**config.mk**
```make
export PLATFORM = sky130hd
export DESIGN_NAME = quant_widen_ctrl
export DESIGN_NICKNAME = d
export VERILOG_FILES = /design/src/rtl/quant_widen_ctrl.sv
export SDC_FILE = /design/constraint.sdc
export NUM_CORES = 1
export LEC_CHECK = 0
export ABC_CLOCK_PERIOD_IN_PS = 22600
export BUFFER_PORTS_ARGS = -buffer_cell sky130_fd_sc_hd__clkbuf_2
export CAP_MARGIN = 25
export CORE_ASPECT_RATIO = 0.5
export CORE_MARGIN = 10
export CORE_UTILIZATION = 40
export DETAILED_ROUTE_END_ITERATION = 8
export GPL_TIMING_DRIVEN = 0
export MAX_ROUTING_LAYER = met4
export PLACE_DENSITY = 0.64
export REMOVE_ABC_BUFFERS = 1
export SLEW_MARGIN = 0
export SYNTH_ARGS = -nofsm -noshare
export SYNTH_HDL_FRONTEND = slang
export SYNTH_SLANG_ARGS = --single-unit
```
**constraint.sdc**
```tcl
create_clock -name clk -period 22.6 [get_ports clk]
set_clock_uncertainty 0.1 [all_clocks]
set_input_delay 0 -clock clk [delete_from_list [all_inputs] [get_ports clk]]
set_output_delay 0 -clock clk [all_outputs]
set_load 0.02 [all_outputs]
```
**src/rtl/quant_widen_ctrl.sv**
```systemverilog
module quant_widen_ctrl #(
  parameter int UNITS   = 96,
  parameter int MAX_WIN = 12,
  localparam int CW = $clog2(UNITS + 1),
  localparam int SW = $clog2(MAX_WIN * UNITS + 1),
  localparam int LW = $clog2(MAX_WIN + 1)
) (
  input  logic             clk,
  input  logic             rst_n,
  input  logic             cw_start,
  input  logic             layer_done,
  input  logic             pair_mode,
  input  logic [UNITS-1:0] flag_a,
  input  logic [UNITS-1:0] flag_b,
  input  logic [LW-1:0]    win_len,
  input  logic [SW-1:0]    thresh,
  output logic             scale_down,
  output logic             apply_pulse
);

  logic [UNITS-1:0] eff;
  logic [CW-1:0]    layer_cnt;
  logic [CW-1:0]    hist [MAX_WIN];
  logic [LW-1:0]    seen, seen_nxt, l_eff;
  logic [SW-1:0]    win_sum;
  logic             fire;

  assign eff = pair_mode ? (flag_a | flag_b) : flag_a;

  always_comb begin
    layer_cnt = '0;
    for (int i = 0; i < UNITS; i++) layer_cnt = layer_cnt + CW'(eff[i]);
  end

  assign l_eff = (win_len == '0) ? LW'(1) :
                 (win_len > LW'(MAX_WIN)) ? LW'(MAX_WIN) : win_len;

  always_comb begin
    win_sum = SW'(layer_cnt);
    for (int i = 1; i < MAX_WIN; i++)
      if (LW'(i) < l_eff) win_sum = win_sum + SW'(hist[i-1]);
  end

  assign seen_nxt = (seen == LW'(MAX_WIN)) ? seen : seen + LW'(1);
  assign fire = layer_done && !cw_start && !scale_down &&
                (seen_nxt >= l_eff) && (win_sum < thresh);

  always_ff @(posedge clk) begin
    if (!rst_n || cw_start) begin
      seen        <= '0;
      scale_down  <= 1'b0;
      apply_pulse <= 1'b0;
      for (int i = 0; i < MAX_WIN; i++) hist[i] <= '0;
    end else begin
      apply_pulse <= fire;
      if (fire) scale_down <= 1'b1;
      if (layer_done) begin
        seen    <= seen_nxt;
        hist[0] <= layer_cnt;
        for (int i = 1; i < MAX_WIN; i++) hist[i] <= hist[i-1];
      end
    end
  end

endmodule

```
After elaboration in Yosys (flattened, before gate mapping)
Memories as Yosys holds them, arrays and structs flattened.
Index checks and enable logic that the tools add are counted.
{"block": "word_totals", "mem_count": 1, "ramBits": 84, "regBits": 6, "output_inout_bits": 2, "in_bits": 212, "word_cells": 180}
{"name": "hist", "depth": 12, "width": 7, "rd": 11, "rd_clocked_by_memory_dff": 0, "write_ports": 12, "line_no": "23", "source": "logic [CW-1:0] hist [MAX_WIN];"}
{"block": "classes", "n_reduce_logical": 9, "n_mux": 32, "order_cmp": 14, "bitwise": 13, "eq_ne": 1, "add_sub_neg": 107}
{"operator": "adder 7 x 1 -> 7 bit", "count": 89}
{"operator": "adder 11 x 7 -> 11 bit", "count": 10}
{"operator": "two-way mux 11 bit", "count": 10}
{"operator": "two-way mux 96 bit", "count": 1}
{"operator": "OR 96 bit", "count": 1}
{"operator": "two-way mux 7 bit", "count": 12}
{"operator": "< comparator 3 x 4 -> 1 bit (first input constant)", "count": 4}
{"operator": "< comparator 4 bit (first input constant)", "count": 4}
{"operator": "two-way mux 4 bit", "count": 3}
{"operator": "OR 1 bit", "count": 12}
{"operator": "< comparator 11 bit", "count": 1}
{"operator": "adder 7 x 7 -> 8 bit", "count": 1}
{"operator": "< comparator 2 x 4 -> 1 bit (first input constant)", "count": 2}
{"operator": "two-way mux 8 bit", "count": 1}
{"operator": "adder 6 x 1 -> 7 bit", "count": 1}
{"operator": "adder 5 x 1 -> 6 bit", "count": 1}
{"operator": "adder 4 x 1 -> 5 bit", "count": 1}
{"operator": "two-way mux 1 bit", "count": 5}
{"operator": "adder 3 x 1 -> 4 bit", "count": 1}
{"operator": "adder 4 x 1 -> 4 bit (second input constant)", "count": 1}
{"operator": "== test 4 bit (second input constant)", "count": 1}
{"operator": "greater-or-equal comparator 4 bit", "count": 1}
{"operator": "> comparator 4 bit (second input constant)", "count": 1}
{"operator": "logical AND 1 bit", "count": 4}
{"operator": "other kinds (6)", "count": 8}

Depth between registers and ports, before layout
Gate-level depths: netlist of run 1.
{"block": "logic_depth", "depth_word": 121, "mapped_depth": 97, "depth_no_buf": 94}

Worst setup path before layout of run 1
OpenSTA, ideal clock, no wires.
{"block": "synth_path", "path_type": "in2reg", "start": "input port pair_mode", "end": "register scale_down", "setup_time_ps": 57, "stages": 90, "n_path_buf": 3, "required_time_ps": 22443, "arrival_ps": 17594, "setup_slack_ps": 4849, "cell_sequence": "clkbuf_1 > clkbuf_1 > buf_1 > a21oi_1 > fa_1 > inv_1 > fa_1 > inv_1 > fa_1 > inv_1 > fa_1 > fa_1 > fa_1 > fa_1 > inv_1 > fa_1 > fa_1 > inv_1 > [54 not listed] > nand2_1 > ha_1 > and2_1 > o21ai_0 > nor2_1 > nand4_1 > o2111a_1 > a31oi_1 > xor2_1 > ha_1 > nand4_1 > nor2_1 > a2111oi_0 > nand2_1 > nor3_1 > nand4b_1 > o21ai_1 > a21o_1"}
{"block": "synth_between", "elab_chain_len": 120}
{"item": "from (decl)", "line_no": "12", "source": "input logic pair_mode,"}
{"item": "two-way mux 96 bit *", "line_no": "28", "source": "assign eff = pair_mode ? (flag_a | flag_b) : flag_a;"}
{"item": "adder 1 x 1 -> 2 bit", "line_no": "32", "source": "for (int i = 0; i < UNITS; i++) layer_cnt = layer_cnt + CW'(eff[i]);"}
{"item": "adder 2 x 1 -> 3 bit", "line_no": "32"}
{"item": "adder 3 x 1 -> 4 bit", "line_no": "32"}
{"item": "adder 4 x 1 -> 5 bit", "line_no": "32"}
{"item": "adder 5 x 1 -> 6 bit", "line_no": "32"}
{"item": "adder 6 x 1 -> 7 bit", "line_no": "32"}
{"item": "adder 7 x 1 -> 7 bit (88 in series)", "line_no": "32"}
{"item": "[1 not listed]"}
{"item": "net layer_cnt[2]", "line_no": "22", "source": "logic [CW-1:0] layer_cnt;"}
{"item": "[16 not listed]"}
{"item": "adder 11 x 7 -> 11 bit", "line_no": "41", "source": "if (LW'(i) < l_eff) win_sum = win_sum + SW'(hist[i-1]);"}
{"item": "two-way mux 11 bit *", "line_no": "41"}
{"item": "adder 11 x 7 -> 11 bit", "line_no": "41"}
{"item": "two-way mux 11 bit *", "line_no": "41"}
{"item": "adder 11 x 7 -> 11 bit", "line_no": "41"}
{"item": "two-way mux 11 bit *", "line_no": "41"}
{"item": "< comparator 11 bit *", "line_no": "46", "source": "(seen_nxt >= l_eff) && (win_sum < thresh);"}
{"item": "logical AND 1 bit *", "line_no": "46"}
{"item": "to (signal assigned)", "line_no": "51", "source": "scale_down <= 1'b0;"}
{"item": "to (signal assigned)", "line_no": "56", "source": "if (fire) scale_down <= 1'b1;"}
{"item": "to (decl)", "line_no": "17", "source": "output logic scale_down,"}
Mark *: on every way through the listed nets, which the timed path passes. The rest lies on a longest branch.
A chain may end at the register's enable or synchronous reset.

Worst setup path after layout of run 1
Same ends and word-level chain as after synthesis.

==> key figures, run 1 <==
Worst setup path
  • Reg2Reg Depth: 73
  • Worst EP required: 22800 ps
  • CP max stage cell: clkbuf_4
  • Crit-path max FO: 96
  • Crit path top cell by count: ha_1
  • Crit start category: input port
  • Setup CP Type: in2reg
  • Cell family with most CP delay: adder cells
  • CP bufs+invs: 6
  • Critical Path AT: 19980 ps
  • Setup slack, reg-to-reg: 8790 ps
  • Crit path largest cell delay: 700 ps
  • CP Capture Type: register
  • Number of cells on the critical path: 90

Drt
  • DRT met1 WL: 12200 um
  • Vias per cell: 5.13
  • Final WL: 29100 um
  • Routed met2 length: 15200 um
  • WL per Instance: 15.9 um
  • Met3 WL: 1400 um
  • DRT antenna net count: 0
  • DRC viols: 0
  • Drt first pass iters: 5
  • Drt initial violations: 440
  • Via count: 9375
  • Uppermost layer routed: met4

Placed design
  • Post-Place Setup Slack: 2490 ps
  • Input/output buffers: 213
  • Routability Congestion: 0.854
  • DP Cell Count: 1809
  • Post-DP HPWL: 23900 um

Logic synthesis
  • Seq cells post-synth: 83
  • Largest family of logic cells by synthesized area: adder cells
  • YS warnings: 0
  • Async S/R FF share, synth: 0%
  • Synth Area in Compound Gates: 19.9%
  • Leading post-synthesis cells by cell area: edfxtp_1 (20%), fa_1 (17%), ha_1 (12%), inv_1 (5.6%), a21o_1 (5.5%)
  • Most frequent cell after synthesis: inv_1
  • Mux share of post-synthesis cell area: 3.54%
  • Top post-synthesis cells by count: inv_1 (169), ha_1 (111), nor2_1 (100), a21oi_1 (95), fa_1 (95)
  • Post-synthesis sequential area ratio: 21.5%
  • Main flop type after synthesis: edfxtp_1
  • Synth Instances: 1247
  • Cell area after synthesis: 0.0113 mm2
  • Post-synth EDFFs: 77
  • Top cell type by total area after synthesis: edfxtp_1
  • Post-Synth Adder-Cell Area: 29.1%
  • Synth top area share: 20.4%
  • Avg Cell Area, Syn: 9.08 um2
  • Library cells used by synthesis: 68
  • Simple-gate share of the synthesized area: 13.6%
  • Post-synthesis xor/xnor area fraction: 5.57%

Finish
  • Fillers: 2668
  • Area grow syn2layout: 15.8%
  • Register area: 0.00243 mm2
  • Post-Layout Cell Count: 1827
  • Layout cells sized above 1: 18.5%
  • Nets: 1858
  • Multi-input logic area: 0.00813 mm2
  • # diodes: 0

Floorplan
  • # rows: 43
  • Die Span Y: 139 um
  • Num ports: 214
  • Die width: 258 um
  • Die footprint: 0.0358 mm2
  • Placeable Area: 0.0278 mm2
  • Starting Density: 40.8%

STA
  • Tmin final: 19780 ps
  • Fin Hold WS: 4.32 ps
  • Final worst setup slack: 2820 ps
  • Post-Route Setup TNS: 0 ps
  • Final Hold Fails: 0
  • RSZ-0062 raised after global routing: no
  • Slew margin rel.: 36.1%
  • Share of the clock period used by the worst path: 87.5%
  • Final Max Slew Viols: 0
  • Max Clk Rate: 0.0505 GHz
  • Setup violations, final: 0
  • Worst-Margin Slew: 952 ps

Clock network
  • CTS tree: done
  • CTS root buf: clkbuf_16
  • # H-tree levels: 3
  • CTS Buf Count: 9
  • Reg clk slew, reported paths: 60 ps
  • Later-pin clock latency in the skew report: 350 ps
  • Clk buf depth: 2
  • Clock net sink count: 83

GRT
  • First-pass GRT wire length: 48400 um
  • Total Routing Usage GR: 16.8%
  • Total global routing overflow: 0
  • Number of global-route vias before repair: 10400
  • Initial antenna violation count: 0
  • Largest net degree at the start of global routing: 97

Job
  • Maxcap violations: 0

Worst hold path
  • Worst hold path class: in2reg
  • Hold Crit Depth: 3

Run status
  • Outcome: completed
-- layout make-up --
cell class                      count  share of cell area [%]
Inverter                          169                    4.84
Timing Repair Buffer              219                    8.88
Sequential cell                    83                    18.6
Clock inverter                      2                  0.0764
Tap cell                          382                    3.65
Multi-Input combinational cell    958                    62.0
Clock buffer                       14                    2.01
-- routing by layer --
layer | vias to the layer above | GRT usage, %
li1 | 4711 | -
met2 | 231 | 31.1
met5 | - | -
met1 | 4409 | 18.6
met3 | 24 | 3.00
met4 | 0 | 3.26
-- placed cells by master (no fill, tap or decap), drive strengths merged, types with 17 or more instances in the layout --
| cell | n |
|---|---|
| fa | 95 |
| a21oi | 95 |
| o21ai | 71 |
| nand2 | 55 |
| and3 | 57 |
| xor2 | 18 |
| xnor2 | 39 |
| a211oi | 17 |
| mux2i | 22 |
| ha | 111 |
| nor2b | 20 |
| a21o | 83 |
| edfxtp | 77 |
| o21a | 25 |
| nor2 | 100 |
| inv | 169 |
| clkbuf | 227 |
-- state kept, by name (all words and copies together), names as in the netlist --
| register | cells |
|---|---|
| apply_pulse | 1 |
| hist | 77 |
| scale_down | 1 |
| seen | 4 |
-- path summary, 6_finish.rpt --
path                            startpoint          to
worst min-delay path              cw_start     seen[0]
worst min register to register  scale_down  scale_down
worst max-delay path             pair_mode  scale_down
worst max register to register  hist[0][0]  scale_down
-- worst register-to-register path, delay by kind of cell (launching register included) --
family,cells,cell delay (ps)
AO/OA/AOI/OAI,28,4510
XOR/XNOR,3,510
adder cells (fa/ha/maj),13,4220
buffers and inverters,1,70
flip-flops,1,360
multiplexers,1,310
AND/OR/NAND/NOR,27,3680
-- per-stage QoR --
| step | instance area (um2) | utilization (%) |
|---|---|---|
| CTS | 13100 | 47.2 |
| global placement | 12700 | 45.8 |
| detailed placement | 12800 | 46.2 |
| floorplan | 11200 | - |
| global route | 13100 | 47.2 |
| finish | 13100 | 47.2 |
-- logic make-up (layout without fill, tap and decap cells) --
| kind of cell | count (synthesis) | after routing |
|---|---|---|
| mux | 38 | 38 |
| buf+inv | 206 | 404 |
| fa+ha+maj | 206 | 206 |
| flops | 83 | 83 |
| xor+xnor | 61 | 61 |
| compound gates | 345 | 345 |
| simple gates | 308 | 308 |
-- repair_timing --
item | in CTS | in global routing
resized for setup | 0 | 0
endpoints found under the setup margin | 0 | 0
setup buffers | 0 | 0
hold endpoints to repair | 6 | 0
hold buffers | 2 | 0
Power of run 1 is not shown: default switching activity piles up to over one toggle a cycle in this logic, so the estimate is an artifact.
==> inputs of run 2 (changes only) <==
ABC_CLOCK_PERIOD_IN_PS = 18300   (was 22600)
clock period = 18.3 ns   (was 22.6 ns; I/O delays follow)
==> run 2 against run 1 <==
Against the previous run:
- die area stayed put
- hold slack better by 10 ps
- register-to-register slack worse by 2900 ps
- wire length is 5.1% higher
- final cell count is 1.5% higher
==> key figures, run 2 (same netlist as run 1, synthesis figures left out) <==
STA
  • Share of the clock period used by the worst path: 95.4%
  • Setup violations, final: 0 (unchanged)
  • Tmin final: 17450 ps
  • Final Hold Fails: 0 (unchanged)
  • Final worst setup slack: 849 ps (-1970 ps)
  • Slew margin rel.: 29.2% (-6.9 points)
  • Post-Route Setup TNS: 0 ps (unchanged)
  • Worst-Margin Slew: 1050 ps (+102 ps)
  • Max Clk Rate: 0.0573 GHz
  • Final Max Slew Viols: 0 (unchanged)

Finish
  • Finished Cell Area: 0.0138 mm2 (+5.6%)
  • Layout cells sized above 1: 25.3% (+6.7 points)
  • Largest register FFs: 77 (unchanged)
  • Most frequent cells in the layout: clkbuf_2 (212), inv_1 (167), nor2_1 (97)
  • Top reg by flops: hist
  • Fillers: 2618 (-1.9%)
  • # diodes: 0 (unchanged)
  • Area grow syn2layout: 22.3%
  • Most common cell after layout, fill and taps aside: clkbuf_2
  • Nets: 1886 (+1.5%)
  • Top Registers: hist x77, seen x4
  • Fin util: 49.8% (+2.6 points)

Worst setup path
  • Crit path top cell by count: fa_1
  • CP max stage cell: fa_2
  • Setup CP Type: in2reg
  • Cell family with most CP delay: adder cells
  • CP bufs+invs: 8 (+2)
  • CP Capture Type: register
  • Worst EP required: 18500 ps (-4300 ps)
  • Crit path largest cell delay: 560 ps (-140 ps)
  • Critical Path AT: 17650 ps (-2330 ps)
  • Crit start category: input port
  • Crit-path max FO: 24 (-75%)

GRT
  • Largest net degree at the start of global routing: 62 (-36%)
  • First-pass GRT wire length: 49400 um (+2.0%)
  • Total Routing Usage GR: 17.2% (+0.37 points)
  • Number of global-route vias before repair: 10500 (+1.5%)
  • Initial antenna violation count: 0 (unchanged)
  • Total global routing overflow: 0 (unchanged)

Clock network
  • CTS root buf: clkbuf_16
  • Later-pin clock latency in the skew report: 350 ps (about the same)
  • Clock net sink count: 83 (unchanged)
  • # H-tree levels: 3 (unchanged)
  • Reg clk slew, reported paths: 60 ps (about the same)
  • CTS tree: done
  • CTS Buf Count: 9 (unchanged)
  • Clk buf depth: 2 (unchanged)

Drt
  • Via count: 9633 (+2.8%)
  • DRC viols: 0 (unchanged)
  • Vias per cell: 5.19 (+1.2%)
  • Uppermost layer routed: met4
  • WL per Instance: 16.5 um (+3.5%)
  • DRT met1 WL: 12800 um (+4.3%)
  • DRT antenna net count: 0 (unchanged)
  • Drt first pass iters: 5 (unchanged)
  • Routed met2 length: 16100 um (+5.9%)
  • Final WL: 30600 um (+5.1%)
  • Met3 WL: 1370 um (-2.2%)
  • Drt initial violations: 469 (+6.6%)

Floorplan
  • Placeable Area: 0.0278 mm2 (unchanged)
  • Die width: 258 um (unchanged)
  • Starting Density: 40.8% (unchanged)
  • Num ports: 214 (unchanged)
  • Die Span Y: 139 um (unchanged)
  • # rows: 43 (unchanged)
  • Die footprint: 0.0358 mm2 (unchanged)

Placed design
  • Routability Congestion: 0.854 (unchanged)
  • Placed Area: 0.0128 mm2 (unchanged)
  • Post-DP HPWL: 23900 um (unchanged)
  • Post-Place Setup Slack: -1810 ps (-4300 ps)
  • Input/output buffers: 213 (unchanged)

Job
  • Maxcap violations: 0 (unchanged)

Run status
  • Outcome: completed

Worst hold path
  • Worst hold path class: in2reg
[run 2: metal layers]
metal / up-vias / GRT usage (%)
met5: - / -
li1: 4770 / -
met3: 38 / 2.94
met1: 4578 / 19.0
met2: 247 / 31.8
met4: 0 / 3.39
[run 2: final timing paths]
check                   from    endpoint  slack, ps  cells after the start
setup / recovery   pair_mode  scale_down        850                     88
hold reg to reg   scale_down  scale_down        420                      1
hold / removal      cw_start     seen[0]         10                      3
setup reg to reg  hist[0][0]  scale_down       5850                     64
[run 2: metrics by stage]
stage	cells	hold WS [ps]
final	1855	14.8
after global routing	1855	36.2
after CTS	1833	13.3
after detailed placement	1809	209
after global placement	1805	194
after floorplan	1210	51.5
[run 2: timing repair]
item | 4_1_cts | 5_1_grt
resized for setup | 27 | 82
endpoints found under the setup margin | 2 | 2
pin swaps | 11 | 52
hold buffers | 2 | 0
buffers inserted | 4 | 22
cloned | 2 | 0
endpoints found under the hold margin | 6 | 0
[run 2: area by class of cell]
class | instances | area, um2 | share of cell area [%]
clock buffer | 14 | 264 | 1.91
clock inverter | 2 | 10.0 | 0.0723
inverter | 169 | 634 | 4.58
multi-input combinational | 958 | 8610 | 62.3
sequential | 83 | 2430 | 17.6
tap | 382 | 478 | 3.45
timing repair buffer | 247 | 1410 | 10.2
[run 2: tightest hold or removal path, stage by stage]
cell      delay [ps]
clkbuf_2         110
nand2b_1         230
nor2_1            80
Power of run 2 is left out for the same reason.
==> inputs of run 3 (changes only) <==
ABC_CLOCK_PERIOD_IN_PS = 17300   (was 18300)
clock period = 17.3 ns   (was 18.3 ns; I/O delays follow)
==> run 3 against run 2 <==
Against the previous run:
- wire length up 5.3%
- flip-flop and latch count stayed put
- sequential share of layout area is 0.83 points lower
- first-iteration DRC count fell by 7.0%
- register-to-register slack worse by 880 ps
- global-route usage rose by 0.84 points
- critical path type unchanged
- setup slack worse by 800 ps
- count of clock-buffer cells in the layout is the same
- design area rose by 5.0%
- final cell count rose by 2.4%
- hold slack got worse by 2.5 ps
- die area is the same
==> key figures, run 3 (same netlist as run 1, synthesis figures left out) <==
Clock network
  • Later-pin clock latency in the skew report: 360 ps (about the same)
  • CTS root buf: clkbuf_16
  • CTS Buf Count: 9 (unchanged)
  • Clk buf depth: 2 (unchanged)
  • Reg clk slew, reported paths: 60 ps (about the same)
  • Clock net sink count: 83 (unchanged)
  • CTS tree: done
  • # H-tree levels: 3 (unchanged)

Placed design
  • Input/output buffers: 213 (unchanged)
  • DP Cell Count: 1809 (unchanged)
  • Post-DP HPWL: 23900 um (unchanged)
  • Routability Congestion: 0.854 (unchanged)

Worst setup path
  • Crit start category: input port
  • Cell family with most CP delay: adder cells
  • CP bufs+invs: 12 (+4)
  • Crit path top cell by count: fa_1
  • CP Capture Type: register
  • CP max stage cell: fa_1
  • Crit path largest cell delay: 600 ps (+40 ps)
  • Worst EP required: 17500 ps (-1000 ps)
  • Crit-path max FO: 6 (-75%)
  • Setup slack, reg-to-reg: 4970 ps (-880 ps)
  • Critical Path AT: 17460 ps (-190 ps)
  • Setup CP Type: in2reg

Floorplan
  • # rows: 43 (unchanged)
  • Placeable Area: 0.0278 mm2 (unchanged)
  • Die Span Y: 139 um (unchanged)
  • Die width: 258 um (unchanged)
  • Starting Density: 40.8% (unchanged)
  • Num ports: 214 (unchanged)
  • Die footprint: 0.0358 mm2 (unchanged)

GRT
  • Number of global-route vias before repair: 10900 (+4.1%)
  • First-pass GRT wire length: 51800 um (+4.9%)
  • Largest net degree at the start of global routing: 62 (unchanged)
  • Total global routing overflow: 0 (unchanged)
  • Total Routing Usage GR: 18.0% (+0.84 points)
  • Initial antenna violation count: 0 (unchanged)

STA
  • Final Max Slew Viols: 0 (unchanged)
  • Setup violations, final: 0 (unchanged)
  • Tmin final: 17260 ps
  • Share of the clock period used by the worst path: 99.7%
  • Slew margin rel.: 28.3% (-0.88 points)
  • Worst-Margin Slew: 1070 ps (+13.0 ps)
  • RSZ-0062 raised after global routing: yes
  • Final Hold Fails: 0 (unchanged)
  • Max Clk Rate: 0.0580 GHz

Drt
  • WL per Instance: 17.0 um (+2.9%)
  • Drt first pass iters: 5 (unchanged)
  • Drt initial violations: 436 (-7.0%)
  • DRC viols: 0 (unchanged)
  • Via count: 9961 (+3.4%)
  • Vias per cell: 5.25 (+1.0%)
  • Final WL: 32200 um (+5.3%)
  • DRT antenna net count: 0 (unchanged)

Finish
  • Largest register FFs: 77 (unchanged)
  • # diodes: 0 (unchanged)
  • Most common cell after layout, fill and taps aside: clkbuf_2
  • Nets: 1930 (+2.3%)
  • Area grow syn2layout: 28.3%
  • Layout cells sized above 1: 30.3% (+5.0 points)
  • Fillers: 2509 (-4.2%)
  • Multi-input logic area: 0.00894 mm2 (+3.7%)
  • Register area: 0.00243 mm2 (unchanged)
  • Top Registers: hist x77, seen x4
  • Most frequent cells in the layout: clkbuf_2 (212), inv_1 (165), nor2_1 (93)
  • Post-Layout Cell Count: 1899 (+2.4%)
  • Top reg by flops: hist

Job
  • Maxcap violations: 0 (unchanged)

Run status
  • Outcome: completed

Worst hold path
  • Worst hold path class: in2reg
## run 3: cell types whose count changed in the layout (fill, tap and decap cells not counted), sizes merged
| cell | delta |
|---|---|
| buf | +41 |
| clkbuf | +3 |
## run 3: final timing paths
| check | cells past startpoint | from | endpoint |
|---|---|---|---|
| worst max-delay path | 89 | pair_mode | scale_down |
| worst min-delay path | 3 | cw_start | seen[0] |
| worst max register to register | 73 | hist[0][0] | scale_down |
| worst min register to register | 1 | scale_down | scale_down |
## run 3: tightest hold or removal path, cell delays in order
cell and delay, ps:
clkbuf_2 110, nand2b_1 230, nor2_1 80
## run 3: timing repair
item | in CTS | in global routing
cloned | 4 | 0
pin swaps | 78 | 44
hold buffers | 2 | 0
setup buffers | 45 | 23
gates resized for setup | 103 | 62
endpoints found under the hold margin | 5 | 0
endpoints found under the setup margin | 2 | 2
## run 3: per-stage QoR
| step | util [%] | hold slack (ps) | cell area, um2 | setup slack (ps) | setup TNS, ps |
|---|---|---|---|---|---|
| after detailed placement | 46.2 | 209 | 12800 | -2810 | -5540 |
| after floorplan | - | 51.5 | 11200 | 168 | 0 |
| final | 52.3 | 12.3 | 14500 | 44.9 | 0 |
| after CTS | 50.5 | 13.3 | 14000 | 2.78 | 0 |
| after global placement | 45.8 | 194 | 12700 | -2850 | -5610 |
| after global routing | 52.3 | 36.2 | 14500 | -780 | -1480 |
## run 3: final cells by class
type / instances / area share [%]
Clock buffer: 14 / 1.82
Sequential cell: 83 / 16.7
Timing Repair Buffer: 291 / 12.2
Clock inverter: 2 / 0.0689
Multi-Input combinational cell: 958 / 61.5
Tap cell: 382 / 3.29
Inverter: 169 / 4.37
## run 3: per-layer routing
metal / GRT usage [%] / share of wire (%) / vias to the layer above / wire length [um]
li1: - / - / 4863 / -
met1: 19.7 / 41 / 4773 / 13200
met2: 33.5 / 53 / 277 / 17100
met3: 2.91 / 4.4 / 48 / 1420
met4: 4.40 / 1.5 / 0 / 469
met5: - / 0 / - / 0
Power of run 3 is left out for the same reason.
